## src/rtl/nanbox_pkg.sv

```systemverilog
package nanbox_pkg;

  typedef enum logic {
    FMT_SINGLE = 1'b0,
    FMT_DOUBLE = 1'b1
  } fmt_e;

  typedef enum logic {
    CLS_COMPUTE  = 1'b0,
    CLS_TRANSFER = 1'b1
  } cls_e;

  // Strobes from control to the datapath halves
  typedef struct packed {
    logic narrow;    // single-precision handling active
    logic checkOps;  // substitute unboxed operands
    logic selXfer;   // write source is the inbound transfer
  } strobe_t;

endpackage

```

## src/rtl/nanbox_ctrl.sv

```systemverilog
module nanbox_ctrl
  import nanbox_pkg::*;
(
  input  logic    fmtSel,
  input  logic    opClass,
  output strobe_t strb
);

  fmt_e fmt;
  cls_e cls;

  always_comb begin
    fmt           = fmt_e'(fmtSel);
    cls           = cls_e'(opClass);
    strb.narrow   = (fmt == FMT_SINGLE);
    strb.checkOps = (fmt == FMT_SINGLE) && (cls == CLS_COMPUTE);
    strb.selXfer  = (cls == CLS_TRANSFER);
  end

endmodule

```

## src/rtl/nanbox_operand_path.sv

```systemverilog
module nanbox_operand_path
  import nanbox_pkg::*;
#(
  parameter int FLEN    = 64,
  parameter int NARROW  = 32,
  parameter int NUM_OPS = 3,
  parameter logic [NARROW-1:0] QNAN = 32'h7FC00000
) (
  input  strobe_t                   strb,
  input  logic [NUM_OPS*FLEN-1:0]   rfOps,
  output logic [NUM_OPS*FLEN-1:0]   dpOps,
  output logic [NUM_OPS-1:0]        boxOk
);

  localparam int BOX_W = FLEN - NARROW;

  for (genvar lane = 0; lane < NUM_OPS; lane++) begin : g_lane
    logic [FLEN-1:0]   full;
    logic [BOX_W-1:0]  upper;
    logic [NARROW-1:0] lowVal;
    logic [NARROW-1:0] narrowVal;

    assign full   = rfOps[lane*FLEN +: FLEN];
    assign upper  = full[FLEN-1:NARROW];
    assign lowVal = full[NARROW-1:0];
    assign boxOk[lane] = &upper;

    always_comb begin
      narrowVal = lowVal;
      if (strb.checkOps && !boxOk[lane]) narrowVal = QNAN;
      if (strb.narrow)
        dpOps[lane*FLEN +: FLEN] = {{BOX_W{1'b0}}, narrowVal};
      else
        dpOps[lane*FLEN +: FLEN] = full;
    end
  end

endmodule

```

## src/rtl/nanbox_result_path.sv

```systemverilog
module nanbox_result_path
  import nanbox_pkg::*;
#(
  parameter int FLEN   = 64,
  parameter int NARROW = 32
) (
  input  strobe_t          strb,
  input  logic [FLEN-1:0]  dpResult,
  input  logic [FLEN-1:0]  xferIn,
  input  logic [FLEN-1:0]  rfOp0,
  output logic [FLEN-1:0]  rfWrData,
  output logic [FLEN-1:0]  xferOut
);

  localparam int BOX_W = FLEN - NARROW;

  logic [FLEN-1:0] wrSrc;

  always_comb begin
    wrSrc = strb.selXfer ? xferIn : dpResult;
    if (strb.narrow) begin
      rfWrData = {{BOX_W{1'b1}}, wrSrc[NARROW-1:0]};
      xferOut  = {{BOX_W{1'b0}}, rfOp0[NARROW-1:0]};
    end else begin
      rfWrData = wrSrc;
      xferOut  = rfOp0;
    end
  end

endmodule

```

## src/rtl/nanbox_unit.sv

```systemverilog
module nanbox_unit
  import nanbox_pkg::*;
#(
  parameter int FLEN    = 64,
  parameter int NARROW  = 32,
  parameter int NUM_OPS = 3,
  parameter logic [NARROW-1:0] QNAN = 32'h7FC00000
) (
  input  logic                     fmtSel,
  input  logic                     opClass,
  input  logic [NUM_OPS*FLEN-1:0]  rfOperand,
  output logic [NUM_OPS*FLEN-1:0]  dpOperand,
  output logic [NUM_OPS-1:0]       boxOk,
  input  logic [FLEN-1:0]          dpResult,
  input  logic [FLEN-1:0]          xferIn,
  output logic [FLEN-1:0]          rfWriteData,
  output logic [FLEN-1:0]          xferOut
);

  localparam int BOX_W = FLEN - NARROW;

  strobe_t strb;

  nanbox_ctrl u_ctrl (
    .fmtSel  (fmtSel),
    .opClass (opClass),
    .strb    (strb)
  );

  nanbox_operand_path #(
    .FLEN(FLEN), .NARROW(NARROW), .NUM_OPS(NUM_OPS), .QNAN(QNAN)
  ) u_opPath (
    .strb  (strb),
    .rfOps (rfOperand),
    .dpOps (dpOperand),
    .boxOk (boxOk)
  );

  nanbox_result_path #(
    .FLEN(FLEN), .NARROW(NARROW)
  ) u_resPath (
    .strb     (strb),
    .dpResult (dpResult),
    .xferIn   (xferIn),
    .rfOp0    (rfOperand[FLEN-1:0]),
    .rfWrData (rfWriteData),
    .xferOut  (xferOut)
  );

  // Port-level checks, one group per lane
  for (genvar g = 0; g < NUM_OPS; g++) begin : g_chk
    always_comb begin
      a_r1_box_flag: assert (boxOk[g] == (rfOperand[g*FLEN+NARROW +: BOX_W] == {BOX_W{1'b1}}))
        else $error("R1 box flag mismatch lane %0d", g);
      if (!fmtSel && !opClass && !boxOk[g]) begin
        a_r3_canon_sub: assert (dpOperand[g*FLEN +: FLEN] == {{BOX_W{1'b0}}, QNAN})
          else $error("R3 unboxed operand not replaced lane %0d", g);
      end
      if (!fmtSel && opClass) begin
        a_r6_xfer_raw: assert (dpOperand[g*FLEN +: NARROW] == rfOperand[g*FLEN +: NARROW])
          else $error("R6 transfer operand altered lane %0d", g);
      end
      if (fmtSel) begin
        a_r8_double_pass: assert (dpOperand[g*FLEN +: FLEN] == rfOperand[g*FLEN +: FLEN])
          else $error("R8 double operand altered lane %0d", g);
      end
    end
  end

  always_comb begin
    if (!fmtSel) begin
      a_r4_upper_ones: assert (rfWriteData[FLEN-1:NARROW] == {BOX_W{1'b1}})
        else $error("R4 narrow write not boxed");
      a_r7_out_low: assert (xferOut == {{BOX_W{1'b0}}, rfOperand[NARROW-1:0]})
        else $error("R7 outbound extract wrong");
    end else begin
      a_r9_out_full: assert (xferOut == rfOperand[FLEN-1:0])
        else $error("R9 outbound double altered");
    end
  end

endmodule

```

## config.mk

```make
export PLATFORM = sky130hd
export DESIGN_NAME = nanbox_unit
export DESIGN_NICKNAME = d
export VERILOG_FILES = /design/src/rtl/nanbox_pkg.sv /design/src/rtl/nanbox_ctrl.sv /design/src/rtl/nanbox_operand_path.sv /design/src/rtl/nanbox_result_path.sv /design/src/rtl/nanbox_unit.sv
export SDC_FILE = /design/constraint.sdc
export NUM_CORES = 1
export LEC_CHECK = 0
export ABC_AREA = 1
export ABC_CLOCK_PERIOD_IN_PS = 1600
export BUFFER_PORTS_ARGS = -buffer_cell sky130_fd_sc_hd__buf_2
export CAP_MARGIN = 20
export CORE_AREA = 2 2 249 251
export DETAILED_ROUTE_END_ITERATION = 10
export DIE_AREA = 0 0 251 253
export PLACE_DENSITY_LB_ADDON = 0.1
export SYNTH_ARGS = -nofsm -noshare
export SYNTH_HDL_FRONTEND = slang
export SYNTH_HIERARCHICAL = 1
export SYNTH_SLANG_ARGS = --single-unit
```

## constraint.sdc

```tcl
create_clock -name vclk -period 1.6
set_clock_uncertainty 0.1 [all_clocks]
set_input_delay 0.32 -clock vclk [all_inputs]
set_output_delay 0.32 -clock vclk [all_outputs]
set_load 0.03 [all_outputs]
```

**Word level (Yosys, flattened, before mapping)**

Cells that the tools add are included.

- Reduce and logical (&&, ||, !) cells: 10
- Bitwise operators: 2
- Muxes and demuxes: 9

Operators with widths:

| kind | count |
|---|---|
| 64-bit 2-to-1 mux | 6 |
| 32-bit 2-to-1 mux | 3 |
| 32-bit AND reduction | 3 |
| 1-bit logical AND | 4 |
| 1-bit logical NOT | 3 |
| 1-bit NOT | 2 |

- Output and inout port bits: 323
- Input bits: 322
- Flip-flop bits (word level): 0
- Logic and storage cells: 21

**Logic depth before layout (Yosys ltp)**

- Word-level depth: 5
- Mapped depth: 7
- Depth with buffers taken out: 7

**Hierarchy**

Netlist, hierarchy kept.

By module, submodules not included:

| module | cells each | sequential area each (um^2) | area each (um^2) | times used |
|---|---|---|---|---|
| nanbox_operand_path | 515 | 0.0 | 2346.0 | 1 |
| nanbox_result_path | 310 | 0.0 | 1388.8 | 1 |
| nanbox_ctrl | 3 | 0.0 | 15.0 | 1 |

**Worst setup path before layout**

Ideal clock, no wire load.

- Path type: input to output
- Start point: input fmtSel
- End point: output dpOperand[0]
- Stages: 6
- Required time: 1.180 ns
- Path slack: -0.154 ns
- Path buffers: 2
- Data arrival time: 1.334 ns
- Path through: inv_1 -> buf_2 -> nand2_1 -> inv_2 -> buf_2 -> a21oi_1

- Cells in the longest elaborated chain, start to end: 5

Ends and longest elaborated chain:

| what | RTL line | text |
|---|---|---|
| start: declaration | nanbox_unit.sv:9 | `input logic fmtSel,` |
| 1-bit NOT | nanbox_ctrl.sv:16 | `strb.checkOps = (fmt == FMT_SINGLE) && (cls == CLS_COMPUTE);` |
| 1-bit logical AND | nanbox_ctrl.sv:16 |  |
| 1-bit logical AND | nanbox_operand_path.sv:30 | `if (strb.checkOps && !boxOk[lane]) narrowVal = QNAN;` |
| 32-bit 2-to-1 mux | nanbox_operand_path.sv:30 |  |
| 64-bit 2-to-1 mux * | nanbox_operand_path.sv:31 | `if (strb.narrow)` |
| end: declaration | nanbox_unit.sv:12 | `output logic [NUM_OPS*FLEN-1:0] dpOperand,` |

Mark *: on every way between the ends. The rest lies on a longest branch, timed or not.

**Worst setup path after layout**

- Start point: input rfOperand[44]
- End point: output dpOperand[27]

- Cells in the longest elaborated chain, start to end: 5

Ends and longest elaborated chain:

| what | RTL line | text |
|---|---|---|
| start: declaration | nanbox_unit.sv:11 | `input logic [NUM_OPS*FLEN-1:0] rfOperand,` |
| 32-bit AND reduction | nanbox_operand_path.sv:26 | `assign boxOk[lane] = &upper;` |
| 1-bit logical NOT | nanbox_operand_path.sv:30 |  |
| 1-bit logical AND | nanbox_operand_path.sv:30 |  |
| 32-bit 2-to-1 mux | nanbox_operand_path.sv:30 |  |
| 64-bit 2-to-1 mux | nanbox_operand_path.sv:31 |  |

No other way between the ends.

==> summary.txt <==
Outcome
  • Status: complete, but fails checks
  • Failing checks: setup timing

Place
  • Final HPWL DP: ~27 mm
  • Port-buffer cells: 645
  • Pre-CTS WS: -0.697 ns
  • RePlAce Congestion: 0.739

Yosys
  • Yosys top cell area share: 0.248
  • Area leader, netlist: nand2_1
  • Net Count, Synth: around 1,200
  • Sequential share of the synthesized area: 0
  • Gate Count Post-Synth: roughly 830
  • Post-Syn Area: around 3700 µm²
  • Ys Warns: 6
  • Unique masters post-synth: 14
  • Average size of a mapped cell: 4.53 µm²
  • Area contributors post-synth: nand2_1, inv_1, nor2_1

Setup path
  • Startpoint Class: primary input
  • Worst path cell trace: buf_2, nand2_1, nor2_4, nand2_2, nor2_4, nand2_8, buf_12, nand2_8, nand2_4, buf_6
  • Critical path required time: 1.18 ns
  • CP Class: primary input to output port
  • CP Buf/Inv Count: 3
  • CP peak stage delay: about 0.18 ns
  • Worst-path maximum fanout: 7
  • CP Capture Type: output port
  • Top delay family on crit path: simple AND/OR/NAND/NOR gates
  • Worst EP arrival: approximately 1.5 ns
  • Slowest-stage cell, CP: buf_12

Global routing
  • GRT Overall Usage: 0.0913
  • Grt ovf: 0
  • Initial antenna violation count: 1
  • Number of global-route vias before repair: roughly 7,400
  • First-pass GRT wire length: 44.8 mm
  • Largest net degree at the start of global routing: 25

Timing
  • Fin. max-slew vios: 0
  • FMAX: 0.514 GHz
  • Finish-stage setup viols: 98
  • Worst slew pin tran: 0.219 ns
  • Post-route worst setup slack: -0.347 ns
  • Final Hold Fails: 0
  • Min Tclk post-route: 1.95 ns
  • Final Hold Slack: around 0.8 ns
  • RSZ-0062 raised after global routing: true
  • Slew margin rel.: 0.854
  • Tcrit/Tclk final: 1.22

Floorplanning
  • Core area: 61,000 µm²
  • Die width: approximately 250 µm
  • Die area: 63,500 µm²
  • Top-level port count: approximately 650
  • # rows: 91
  • Starting density of the core: 0.0614
  • Die height: 253 µm

Detailed routing
  • DR vias/cell: 3.23
  • Top sig layer: met4
  • Final ANT Viol Nets: 0
  • Met3 routed WL: 3.05 mm
  • Metal1 wirelength: 10.8 mm
  • Wire length per cell: 14.4 µm
  • Router iterations before antenna repair: 4
  • Met2 wire length: slightly below 20 mm
  • Via Count: 7,540
  • DRT iter0 DRCs: 170
  • # DRC: 0
  • Routed WL: 33.5 mm

Cells and area
  • Area delta synth->final: 240%
  • Most frequent cells in the layout: buf_2, inv_1, buf_6
  • Final-stage net count: 1,866
  • Layout cell share with drive strength beyond 1: 0.696
  • Clock buffers: 0
  • Ant diodes: 0
  • Layout sequential cell count: 0
  • Leading cell type in the layout, fill and taps excluded: buf_2
  • Sequential cell area: 0 µm²
  • Final core utilization: 0.209

Pwr
  • Pwr per Cell Area: 315 nW/µm²
  • VDD IR max: around 0.12 mV
  • Leakage: slightly below 0.007 µW
  • Tot Pwr: 4020 µW

Hold path
  • Hold WC Path Type: primary input to output port

CTS
  • Post-CTS Hold Fix Bufs: 0

Run
  • Max Cap Viol: 0
-- path summary, 6_finish.rpt --
path / slack, ns / startpoint / cells after the start / end
setup / recovery: -0.35 / rfOperand[44] / 10 / dpOperand[27]
hold / removal: 0.81 / rfOperand[8] / 2 / xferOut[8]
-- power by group --
part / total (µW) / switching, µW / internal [µW]
Combinational: 4020 / 2260 / 1760
Sequential: 0 / 0 / 0
Clock: 0 / 0 / 0
Total: 4020 / 2260 / 1760
-- cell usage after synthesis (all sizes together) --
| master | instances |
|---|---|
| nand4 | 6 |
| a21oi | 69 |
| buf | 72 |
| nand3 | 32 |
| inv | 228 |
| nand2 | 254 |
| nor2 | 162 |
| clkbuf | 5 |
-- area by class of cell --
type	instances	area (µm²)
Fill cell	6968	48300
Timing Repair Buffer	788	6740
Multi-Input combinational cell	526	4080
Tap cell	790	988
Inverter	228	926
-- cells by family (layout without fill, tap and decap cells) --
family	count (synthesis)	after routing	synth area share
buffers and inverters	305	1016	0.373
AND/OR/NAND/NOR	454	457	0.475
AO/OA/AOI/OAI	69	69	0.152
-- timing repair --
action / in CTS / in global routing
endpoints found under the setup margin: 227 / 236
gates resized for setup: 562 / 382
gates cloned: 12 / 9
hold endpoints to repair: 0 / 0
setup buffers: 29 / 13
pin swaps: 73 / 51
-- per-stage QoR --
| stage | instance area [µm²] | setup TNS, ns | instances |
|---|---|---|---|
| 2_1_floorplan | 4250 | -5.99 | 828 |
| 3_3_place_gp | 8830 | -61.34 | 2284 |
| 3_5_place_dp | 8830 | -62.82 | 2284 |
| 4_1_cts | 11200 | -27.36 | 2314 |
| 5_1_grt | 12700 | -30.70 | 2332 |
| 6_report | 12700 | -24.55 | 2332 |
-- metal layers --
metal,vias to the layer above,global-route usage
met5,-,0
met4,0,0.00272
met3,6,0.0288
met2,375,0.199
met1,3408,0.0842
li1,3751,-
Power figures use the tool's default switching activity.
